**src/rtl/bcd_calendar.sv**
```systemverilog
module bcd_calendar (
  input  logic       clk,
  input  logic       rst_n,
  input  logic       tick,
  input  logic       wr_en,
  input  logic [2:0] wr_idx,
  input  logic [7:0] wr_data,
  output logic [7:0] sec_q,
  output logic [7:0] min_q,
  output logic [7:0] hour_q,
  output logic [7:0] dow_q,
  output logic [7:0] date_q,
  output logic [7:0] month_q,
  output logic [7:0] year_q
);

  logic [7:0] r_sec, r_min, r_hour, r_dow, r_date, r_mon, r_year;

  function automatic logic [7:0] bcd_inc(input logic [7:0] v);
    bcd_inc = (v[3:0] == 4'd9) ? {v[7:4] + 4'd1, 4'd0} : {v[7:4], v[3:0] + 4'd1};
  endfunction

  logic step, sec_wrap, min_wrap, hr_wrap, date_wrap, mon_wrap, yr_wrap, leap;
  logic [7:0] last_date, hr_next;

  assign step     = tick & ~r_sec[7] & ~wr_en;
  assign sec_wrap = r_sec[6:0] == 7'h59;
  assign min_wrap = r_min == 8'h59;
  assign hr_wrap  = r_hour[5:0] == 6'h23;
  assign mon_wrap = r_mon == 8'h12;
  assign yr_wrap  = r_year == 8'h99;
  assign leap     = r_year[4] ? (r_year[3:0] == 4'd2 || r_year[3:0] == 4'd6)
                              : (r_year[3:0] == 4'd0 || r_year[3:0] == 4'd4 || r_year[3:0] == 4'd8);
  assign hr_next  = bcd_inc({2'b00, r_hour[5:0]});

  always_comb begin
    case (r_mon)
      8'h02:                      last_date = leap ? 8'h29 : 8'h28;
      8'h04, 8'h06, 8'h09, 8'h11: last_date = 8'h30;
      default:                    last_date = 8'h31;
    endcase
  end
  assign date_wrap = r_date == last_date;

  always_ff @(posedge clk) begin
    if (!rst_n) begin
      r_sec <= 8'h00; r_min <= 8'h00; r_hour <= 8'h00; r_dow <= 8'h01;
      r_date <= 8'h01; r_mon <= 8'h01; r_year <= 8'h00;
    end else if (wr_en) begin
      case (wr_idx)
        3'd0: r_sec  <= wr_data;
        3'd1: r_min  <= wr_data & 8'h7F;
        3'd2: r_hour <= wr_data;
        3'd3: r_dow  <= wr_data & 8'h07;
        3'd4: r_date <= wr_data & 8'h3F;
        3'd5: r_mon  <= wr_data & 8'h1F;
        3'd6: r_year <= wr_data;
        default: ;
      endcase
    end else if (step) begin
      r_sec <= sec_wrap ? 8'h00 : bcd_inc(r_sec);
      if (sec_wrap) begin
        r_min <= min_wrap ? 8'h00 : bcd_inc(r_min);
        if (min_wrap) begin
          r_hour[5:0] <= hr_wrap ? 6'h00 : hr_next[5:0];
          if (hr_wrap) begin
            r_dow  <= (r_dow == 8'h07) ? 8'h01 : r_dow + 8'h01;
            r_date <= date_wrap ? 8'h01 : bcd_inc(r_date);
            if (date_wrap) begin
              r_mon <= mon_wrap ? 8'h01 : bcd_inc(r_mon);
              if (mon_wrap) begin
                r_year <= yr_wrap ? 8'h00 : bcd_inc(r_year);
                if (yr_wrap && r_hour[7]) r_hour[6] <= ~r_hour[6];
              end
            end
          end
        end
      end
    end
  end

  assign sec_q = r_sec;   assign min_q = r_min;   assign hour_q = r_hour;
  assign dow_q = r_dow;   assign date_q = r_date; assign month_q = r_mon;
  assign year_q = r_year;


  sec_range_chk: assert property (@(posedge clk) disable iff (!rst_n)
    (r_sec[6:0] <= 7'h59) && (r_sec[3:0] <= 4'd9) && (r_min <= 8'h59) && (r_hour[5:0] <= 6'h23));

  dow_range_chk: assert property (@(posedge clk) disable iff (!rst_n)
    (r_dow >= 8'h01) && (r_dow <= 8'h07));

  date_range_chk: assert property (@(posedge clk) disable iff (!rst_n)
    (r_date != 8'h00) && (r_date <= 8'h31) && (r_date[3:0] <= 4'd9));

  osc_hold_chk: assert property (@(posedge clk) disable iff (!rst_n)
    (r_sec[7] && !wr_en) |=> ($stable(r_sec) && $stable(r_min) && $stable(r_hour)
                              && $stable(r_date) && $stable(r_year)));

  wr_prio_chk: assert property (@(posedge clk) disable iff (!rst_n)
    (wr_en && wr_idx == 3'd0) |=> (r_sec == $past(wr_data) && $stable(r_min)));

  century_chk: assert property (@(posedge clk) disable iff (!rst_n)
    (!wr_en && !r_hour[7]) |=> $stable(r_hour[6]));

endmodule

```
**config.mk**
```make
export PLATFORM = sky130hd
export DESIGN_NAME = bcd_calendar
export DESIGN_NICKNAME = d
export VERILOG_FILES = /design/src/rtl/bcd_calendar.sv
export SDC_FILE = /design/constraint.sdc
export NUM_CORES = 1
export LEC_CHECK = 0
export CORE_MARGIN = 2
export CORE_UTILIZATION = 53
export DETAILED_ROUTE_END_ITERATION = 10
export GPL_ROUTABILITY_DRIVEN = 0
export MAX_ROUTING_LAYER = met4
export PLACE_DENSITY_LB_ADDON = 0.12
export SYNTH_ARGS = -nofsm -noshare
export SYNTH_HDL_FRONTEND = slang
export SYNTH_SLANG_ARGS = --single-unit
```
**constraint.sdc**
```tcl
create_clock -name clk -period 2.8 [get_ports clk]
set_input_delay 0.56 -clock clk [delete_from_list [all_inputs] [get_ports clk]]
set_output_delay 0.56 -clock clk [all_outputs]
set_load 0.01 [all_outputs]
```
==> Word-level counts from Yosys, hierarchy flattened <==
Index checks and enable logic that the tools add are counted.
{ "op_classes": {"n_mux": 59, "bitwise_logic": 5, "n_eq_ne": 35, "add_sub_neg": 13, "n_reduce_logical": 35} }
{ "op_table": {"columns": ["op", "count"], "rows": [
  ["8-bit 2-to-1 mux", 45],
  ["4-bit by 1-bit adder with 4-bit output (second input constant)", 11],
  ["7-bit 2-to-1 mux", 5],
  ["4-bit == test (second input constant)", 7],
  ["8-bit by 3-bit == test with 1-bit output (second input constant)", 3],
  ["3-bit nonzero test", 6],
  ["8-bit by 5-bit == test with 1-bit output (second input constant)", 2],
  ["8-bit AND reduction", 2],
  ["5-bit AND reduction", 3],
  ["2-bit by 1-bit != test with 1-bit output (second input constant)", 7],
  ["7-bit AND reduction", 2],
  ["2-bit nonzero test", 7],
  ["6-bit 2-to-1 mux", 2],
  ["6-bit AND reduction", 2],
  ["5-bit case mux with 2 select lines", 1],
  ["3-bit == test (second input constant)", 3],
  ["8-bit by 1-bit adder with 8-bit output (second input constant)", 1],
  ["4-bit by 3-bit == test with 1-bit output (second input constant)", 2],
  ["8-bit by 2-bit == test with 1-bit output (second input constant)", 1],
  ["8-bit by 4-bit == test with 1-bit output (second input constant)", 1],
  ["8-bit by 7-bit == test with 1-bit output (second input constant)", 1],
  ["8-bit == test", 1],
  ["8-bit == test (second input constant)", 1],
  ["4-bit AND reduction", 2],
  ["16 further kinds", 29]
]} }
{ "totals": {"elab_cells": 162, "reg_bits": 56} }

==> Logic depth before layout (Yosys ltp) <==
Gate-level depths: netlist of the first run.
{ "logic_depth": {"ltp_word": 13, "ltp_mapped": 10, "ltp_nobuf": 9} }

==> Worst setup path after synthesis of the first run <==
No wires, ideal clock.
{ "synth_timing": {"path_type": "reg2reg", "start": "register r_mon[4], in the netlist month_q[4]", "end": "register r_year[7], in the netlist year_q[7]", "synth_period_minus_slack_ps": 2583, "t_arrival_ps": 2466, "setup_slack_ps": 217, "path_buffers": 0, "setup_time_ps": 117, "required_ps": 2683, "stages_incl_launch_ff": 10, "cell_sequence": "dfxtp_1 -> inv_1 -> ha_1 -> nor2b_1 -> a311o_1 -> a21oi_1 -> o311a_1 -> nor2_4 -> or4_1 -> a32o_1"} }
{ "synth_between": {"elab_chain_len": 6} }
{ "synth_lines": {"columns": ["item", "line", "source"], "rows": [
  ["from (decl)", "17", "logic [7:0] r_sec, r_min, r_hour, r_dow, r_date, r_mon, r_year;"],
  ["from (signal assigned)", "56", "3'd5: r_mon <= wr_data & 8'h1F;"],
  ["from (signal assigned)", "70", "r_mon <= mon_wrap ? 8'h01 : bcd_inc(r_mon);"],
  ["8-bit by 3-bit == test with 1-bit output, or another cell as far along", "37", "case (r_mon)"],
  ["4-bit OR reduction", "37", null],
  ["5-bit case mux with 2 select lines", "37", null],
  ["8-bit == test", "43", "assign date_wrap = r_date == last_date;"],
  ["2-bit nonzero test (no source line)", null, null],
  ["8-bit AND reduction (no source line) *", null, null],
  ["to (signal assigned)", "57", "3'd6: r_year <= wr_data;"],
  ["to (signal assigned)", "72", "r_year <= yr_wrap ? 8'h00 : bcd_inc(r_year);"],
  ["to (decl)", "17", null]
]} }
Every way passes the cells marked *; elsewhere a longest branch is shown, timed or not.
A chain may end at the register's enable or synchronous reset.

==> Worst setup path in the final report of the first run <==
{ "layout_timing": {"start": "register r_mon[5], in the netlist month_q[5]", "end": "register r_year[7], in the netlist year_q[7]"} }
The elaborated chain is that of the path after synthesis.

==> metrics.md, run 1 <==
| Metric | Value |
|---|---|
| Status | `finished clean` |
| First-pass GRT wire length | `17400 µm` |
| Syn nets | `519` |
| TritonRoute pass-1 iters | `5` |
| Final setup violation count | `0` |
| Drt initial violations | `282` |
| CP Cell Sequence | `inv_1 -> ha_1 -> nor2b_1 -> a311o_1 -> a21oi_2 -> o311a_1 -> nor2_4 -> or4_1 -> a32o_1` |
| Clock Path Buffers | `2` |
| FF-to-FF setup slack | `0.11 ns` |
| Top cells by count, synth | `o21ai_0, dfxtp_1, nand2_1` |
| Hold Vio Cnt, Final | `0` |
| Leakage | `1.62 nW` |
| Global Route Usage Sum | `29.2%` |
| Final non-filler cell total | `655` |
| Via count | `4022` |
| Synth unique cells | `70` |
| CP Data Required Time | `3.02 ns` |
| Min-Delay Path Class | `flop to flop` |
| Max VDD drop | `0.236 mV` |
| Final ANT Viol Nets | `0` |
| Nets | `593` |
| Congestion Overflow GR | `0` |
| Die Span X | `87.8 µm` |
| Fmax achieved | `371 MHz` |
| Clock latency on the worst-skew pair | `0.32 ns` |
| Synth area leaders | `dfxtp_1, o21ai_0, ha_1, nand2_1, a21oi_1` |
| Die height | `87.8 µm` |
| Clock sinks | `56` |
| Total of max-cap violations | `0` |
| Postcts setup bufs | `0` |
| Pwr/cell area | `323 nW/µm²` |
| CP Launch Type | `flop` |
| Core Rows | `30` |
| Avg Inst Size Synth | `7.69 µm²` |
| Synth Cell Area | `3720 µm²` |
| Slowest stage cell on the critical path | `or4_1` |
| Synth-to-Final Area Change | `25.8%` |
| Yosys warning count | `0` |
| Root buffer cell | `clkbuf_8` |
| Pwr Total | `0.00151 W` |
| Crit path largest cell delay | `0.52 ns` |
| Tcrit/Tclk final | `96.2%` |
| IO Count | `71` |
| DRT Wirelength | `10700 µm` |
| Placed Instances | `647` |
| Area occupied by registers | `1120 µm²` |
| Slew margin rel. | `59.4%` |
| Sequential share of the synthesized area | `30.1%` |
| Avg WL per Cell | `16.4 µm` |
| Worst Hold Launch | `date_q[7]$_SDFFE_PN0P_` |
| Core ar. | `6790 µm²` |
| Mapped Cells | `484` |
| CTS tree | `built` |
| PortBufs | `70` |
| Slew Limit Fails | `0` |
| Layout fillers | `560` |
| Register bit total from synthesis | `56` |
| Critical path type | `flop to flop` |
| H-tree depth | `2` |
| Tmin final | `2.69 ns` |
| Reg clk slew, reported paths | `0.11 ns` |
| TritonCTS Buffers | `5` |
| Largest area contributor in the netlist | `dfxtp_1` |
| Largest net degree at the start of global routing | `25` |
| # diodes | `0` |
| Post-synth top flop | `dfxtp_1` |
| Multi-input logic area | `2450 µm²` |
| Starting density of the core | `54.8%` |
| Number of global-route vias before repair | `3666` |
| DIE AREA | `7710 µm²` |
| Top-area cell type share of the netlist area | `30.1%` |
| CP Capture Type | `flop` |
| WP data arrival | `2.91 ns` |
| Via density | `6.14` |
| CP Launch Point | `month_q[5]$_SDFFE_PN0P_` |
| Asr flop ratio synth | `0%` |
| Worst Skew | `0.0145 ns` |
| Worst r2r src | `month_q[5]$_SDFFE_PN0P_` |
| Initial antenna violation count | `0` |
| Critical Path Fanout Max | `7` |
| Most common cell in the netlist | `o21ai_0` |
| DRC viols | `0` |
| Worst-Margin Slew | `0.603 ns` |
| HPWL after DPL | `7920 µm` |
| Number of synthesized flops with an enable pin | `0` |
| Share of layout cells above drive strength 1 | `7.87%` |
-- logic make-up after synthesis --
| logic type | count (synthesis) | synth area share [%] |
|---|---|---|
| adder cells (fa/ha/maj) | 20 | 6.72 |
| multiplexers | 7 | 2.05 |
| buffers and inverters | 39 | 4.33 |
| XOR/XNOR | 3 | 0.706 |
| AND/OR/NAND/NOR | 205 | 29.3 |
| flip-flops | 56 | 30.1 |
| AO/OA/AOI/OAI | 154 | 26.8 |
-- power breakdown --
group / internal [W] / leakage [nW] / switching, W
clock: 0.000202 / 0.0445 / 0.000284
combinational: 0.0000837 / 1.13 / 0.000118
sequential: 0.000808 / 0.453 / 0.0000165
total: 0.00109 / 1.62 / 0.000419
-- sequential cells by signal (all words and copies together) (netlist names) --
signal	cells
month_q	8
year_q	8
dow_q	8
sec_q	8
min_q	8
date_q	8
hour_q	8
-- final cells by class --
type,count,share of cell area [%]
multi-input combinational,389,52.3
clock inverter,1,0.160
clock buffer,7,1.84
inverter,18,1.44
tap,96,2.56
sequential,56,24.0
timing repair buffer,88,17.7
-- cells in the final DEF (no fill, tap or decap), types with 4 or more instances in the layout --
cell and n:
clkbuf_8 6, buf_4 18, inv_1 18, nand3_1 15, o21ai_0 57, nand3b_1 5
dfxtp_1 55, clkdlybuf4s50_1 69, mux2i_1 5, o211ai_1 4, nand2b_1 9, nor3_1 15
a211oi_1 10, a21oi_1 34, nor3b_1 4, and2_1 4, and3_1 5, nand2_1 53
o21ai_1 4, o21a_1 4, nor2b_1 12, or3_1 4, o31ai_1 4, ha_1 20
nor2_1 44, nand4_1 7, or4_1 6
-- stage by stage --
step / TNS (ns) / cell area [µm²] / utilization [%] / hold WS, ns / setup slack [ns]
after floorplan: 0 / 3720 / - / 0.503 / 0.217
after global routing: -0.000358 / 4690 / 69.0 / 0.542 / -0.000358
after global placement: 0 / 4580 / 67.4 / 0.483 / 0.143
final: 0 / 4690 / 69.0 / 0.516 / 0.105
after detailed placement: 0 / 4580 / 67.4 / 0.502 / 0.0432
after CTS: 0 / 4670 / 68.8 / 0.522 / 0.0219
-- path summary, 6_finish.rpt --
check,end,cells after the start
max,year_q[7]$_SDFFE_PN0P_,9
min,date_q[7]$_SDFFE_PN0P_,2
max reg2reg,year_q[7]$_SDFFE_PN0P_,9
min reg2reg,date_q[7]$_SDFFE_PN0P_,2
-- metal layers --
metal / share of wire (%) / global-route usage, % / up-vias / routed length, µm
met5: 0 / - / - / 0
met1: 44 / 38.6 / 1913 / 4690
met2: 48 / 45.7 / 159 / 5110
met3: 5.9 / 3.49 / 27 / 635
met4: 2.6 / 11.3 / 0 / 280
li1: - / - / 1923 / -
-- timing repair --
action | 4_1_cts | 5_1_grt
hold buffers | 0 | 0
resized for setup | 0 | 3
setup endpoints to repair | 0 | 2
-- worst max-delay path, delay by kind of cell (launching register included) --
family | cells | cell delay, ns
AO/OA/AOI/OAI | 4 | 1.17
AND/OR/NAND/NOR | 3 | 0.75
buffers and inverters | 1 | 0.09
flip-flops | 1 | 0.37
adder cells (fa/ha/maj) | 1 | 0.23
(Power assumes the default switching activity.)
==> run 2: changes to the inputs <==
--- a/config.mk
+++ b/config.mk
@@ -5,6 +5,7 @@
 export SDC_FILE = /design/constraint.sdc
 export NUM_CORES = 1
 export LEC_CHECK = 0
+export ABC_AREA = 1
 export CORE_MARGIN = 2
 export CORE_UTILIZATION = 53
 export DETAILED_ROUTE_END_ITERATION = 10
==> metrics.md, run 2 <==
| Metric | Value |
|---|---|
| M1 GR Usage | `35.1% (-3.5 points)` |
| Via density | `5.43 (-12%)` |
| Synth Cell Area | `3690 µm² (-0.94%)` |
| Status | `finished clean` |
| WP data arrival | `2.38 ns (-0.53 ns)` |
| Clock sinks | `56 (unchanged)` |
| Crit path largest cell delay | `0.46 ns (-0.06 ns)` |
| Leakage | `1.98 nW (+22%)` |
| Synth-to-Final Area Change | `23.8%` |
| GR peak layer | `met2` |
| Tcrit/Tclk final | `77.7% (-19 points)` |
| Starting density of the core | `54.6% (-0.21 points)` |
| CP most frequent cell | `inv_2` |
| Worst Skew | `0.0109 ns (-0.00355 ns)` |
| Comb pwr share | `17.6% (+4.3 points)` |
| Clk pwr share | `29.8% (-2.3 points)` |
| Tmin final | `2.17 ns (-0.520 ns)` |
| DRC viols | `0 (unchanged)` |
| Max VDD drop | `0.199 mV (-16%)` |
| Initial antenna violation count | `0 (unchanged)` |
| Simple-Gate Fraction of Synth Area | `28.1% (-1.2 points)` |
| Slowest stage cell on the critical path | `clkdlybuf4s50_1` |
| Die height | `87.4 µm (-0.45%)` |
| Reg clk slew, reported paths | `0.10 ns (about the same)` |
| Flop pwr share | `52.7% (-1.8 points)` |
| Asr flop ratio synth | `0% (unchanged)` |
| Clock Path Buffers | `2 (unchanged)` |
| Largest net degree at the start of global routing | `39 (+56%)` |
| FF-to-FF setup slack | `0.72 ns (+0.61 ns)` |
| Register bit total from synthesis | `56 (unchanged)` |
| Die Span X | `87.4 µm (-0.45%)` |
| Avg WL per Cell | `14.1 µm (-14%)` |
| Mapped Cells | `551 (+14%)` |
| TritonRoute pass-1 iters | `5 (unchanged)` |
| Synth area leaders | `dfxtp_1, nand2_1, inv_1, ha_1, nor2_1` |
| Pwr/cell area | `355 nW/µm² (+9.8%)` |
| Hold Vio Cnt, Final | `0 (unchanged)` |
| Worst-Margin Slew | `0.734 ns (+0.131 ns)` |
| Fin util | `67.6% (-1.4 points)` |
| WP buf/inv | `6 (+5)` |
| CP Launch Type | `primary input` |
| Setup_tns | `0 ns (unchanged)` |
| Delay-heaviest family, CP | `buffers and inverters` |
| TritonCTS Buffers | `5 (unchanged)` |
| Int Pwr | `0.00114 W (+4.2%)` |
| Largest area contributor in the netlist | `dfxtp_1` |
| RSZ-0062 raised after global routing | `false` |
| HPWL after DPL | `7230 µm (-8.7%)` |
| Total of max-cap violations | `0 (unchanged)` |
| Final ANT Viol Nets | `0 (unchanged)` |
| Global Route met3 Usage | `3.70% (+0.21 points)` |
| Number of synthesized flops with an enable pin | `0 (unchanged)` |
| Met2 Usage GRT | `44.8% (-0.90 points)` |
| Area occupied by registers | `1120 µm² (-0.11%)` |
| First-pass GRT wire length | `16200 µm (-6.9%)` |
| Avg Inst Size Synth | `6.69 µm² (-13%)` |
| IO Count | `71 (unchanged)` |
| DIE AREA | `7640 µm² (-0.90%)` |
| Sequential share of the synthesized area | `30.4% (+0.29 points)` |
| Yosys warning count | `0 (unchanged)` |
| Switch Pwr | `0.000478 W (+14%)` |
| Slew Limit Fails | `0 (unchanged)` |
| Multi-input logic area | `2160 µm² (-12%)` |
| Core Rows | `30 (unchanged)` |
| Most frequent cells in the layout | `nand2_1, inv_1, clkdlybuf4s50_1` |
| Final setup violation count | `0 (unchanged)` |
| CP Data Required Time | `3.00 ns (-0.02 ns)` |
| Drt initial violations | `187 (-34%)` |
| CP Capture Type | `flop` |
| Min-Delay Path Class | `flop to flop` |
| Critical Path Fanout Max | `14 (+7)` |
| Post_cts resized | `0 (unchanged)` |
| Critical path type | `primary input to flop` |
| Top-area cell type share of the netlist area | `30.4% (+0.29 points)` |
| Number of global-route vias before repair | `3511 (-4.2%)` |
| Root buffer cell | `clkbuf_8` |
| Post-synth top flop | `dfxtp_1` |
| Fmax achieved | `460 MHz (+24%)` |
| Congestion Overflow GR | `0 (unchanged)` |
| Leading cell type in the layout, fill and taps excluded | `nand2_1` |
| Via count | `3819 (-5.0%)` |
| Post-Synth Adder-Cell Area | `6.78% (+0.064 points)` |
| Global Route Usage Sum | `27.5% (-1.8 points)` |
| Nets | `657 (+11%)` |
| Synth unique cells | `46 (-34%)` |
| Main combinational cell family by area after synthesis | `simple AND/OR/NAND/NOR gates` |
| Clock latency on the worst-skew pair | `0.32 ns (about the same)` |
| Syn nets | `586 (+13%)` |
| Pwr Total | `0.00162 W (+7.0%)` |
| Net Sw Frac | `29.5% (+1.9 points)` |
| Core ar. | `6760 µm² (-0.55%)` |
| Proportion of synthesized area in mux cells | `0% (-2.0 points)` |
| Postcts setup bufs | `0 (unchanged)` |
| Layout fillers | `597 (+6.6%)` |
| CTS tree | `built` |
| DRT Wirelength | `9890 µm (-7.7%)` |
| H-tree depth | `2 (unchanged)` |
| Slew margin rel. | `51.0% (-8.4 points)` |
| # diodes | `0 (unchanged)` |
| PortBufs | `70 (unchanged)` |
| Share of layout cells above drive strength 1 | `8.19% (+0.31 points)` |
| Most common cell in the netlist | `nand2_1` |
| CP Cell Sequence | `clkdlybuf4s50_1 -> inv_2 -> buf_4 -> nor2_1 -> inv_1 -> nor2_1 -> a21oi_1 -> inv_2 -> o21ai_1 -> inv_2 -> o21ai_0 -> a31oi_1` |
| Post-CTS Hold Fix Bufs | `0 (unchanged)` |
| Synth Area in Compound Gates | `19.5% (-7.2 points)` |
| Synth Area in XOR/XNOR | `4.04% (+3.3 points)` |
| Top cells by count, synth | `nand2_1, inv_1, nor2_1` |
-- run 2: changes by cell type after synthesis, moves of 11 or more --
cell and delta:
nor2b_1 -12, nor2_1 +18, nand2_1 +51, inv_1 +62, inv_2 +15, clkbuf_1 -11, o21ai_0 -13, nand3_1 +17
-- run 2: final cells by class --
type | instances | area share (%)
clock buffers | 7 | 1.89
clock inverters | 1 | 0.164
inverters | 95 | 7.81
multi-input cells | 389 | 47.2
flip-flops and latches | 56 | 24.6
well taps | 80 | 2.19
repair buffers | 75 | 16.2
-- run 2: per-stage QoR --
| stage | setup WS [ns] | area [µm²] | hold slack, ns | instances |
|---|---|---|---|---|
| after floorplan | 0.985 | 3690 | 0.495 | 551 |
| after global placement | 0.400 | 4470 | 0.477 | 695 |
| after detailed placement | 0.323 | 4470 | 0.477 | 695 |
| after CTS | 0.656 | 4570 | 0.501 | 703 |
| after global routing | 0.461 | 4570 | 0.531 | 703 |
| final | 0.625 | 4570 | 0.496 | 703 |
-- run 2: cell families after synthesis --
kind of cell,count (synthesis)
and+or+nand+nor,228
AOI/OAI and AO/OA,124
buffers and inverters,106
DFF,56
adders and majority gates,20
xor gates and xnor gates,17
-- run 2: path summary, 6_finish.rpt --
path,to,startpoint,depth (start not counted)
setup / recovery,sec_q[4]$_SDFFE_PN0P_,wr_en,12
hold / removal,date_q[7]$_SDFFE_PN0P_,date_q[7]$_SDFFE_PN0P_,2
setup reg to reg,year_q[6]$_SDFFE_PN0P_,month_q[4]$_SDFFE_PN0P_,15
hold reg to reg,date_q[7]$_SDFFE_PN0P_,date_q[7]$_SDFFE_PN0P_,2
-- run 2: power by group through the flow --
stage	clock (W)	sequential, W	combinational [W]
6_report	0.000482	0.000852	0.000284
5_1_grt	0.000510	0.000857	0.000313
4_1_cts	0.000483	0.000852	0.000282
3_5_place_dp	0	0.000869	0.000281
3_3_place_gp	0	0.000869	0.000273
2_1_floorplan	0	0.000875	0.000154
-- run 2: worst register-to-register path, stage by stage, from the launching register on --
cell	delay [ns]
dfxtp_1	0.44
inv_1	0.09
ha_1	0.22
inv_1	0.07
nor2_2	0.05
nand2_1	0.08
nand2_1	0.05
nand2_1	0.07
inv_2	0.03
nor2_1	0.09
nand3_1	0.11
nand2_2	0.14
buf_4	0.20
nand2_2	0.12
o21ai_1	0.15
a21oi_1	0.06
-- run 2: per-layer routing --
metal | up-vias | wire (µm)
met4 | 0 | 222
li1 | 1928 | -
met2 | 124 | 4690
met5 | - | 0
met3 | 16 | 508
met1 | 1751 | 4460
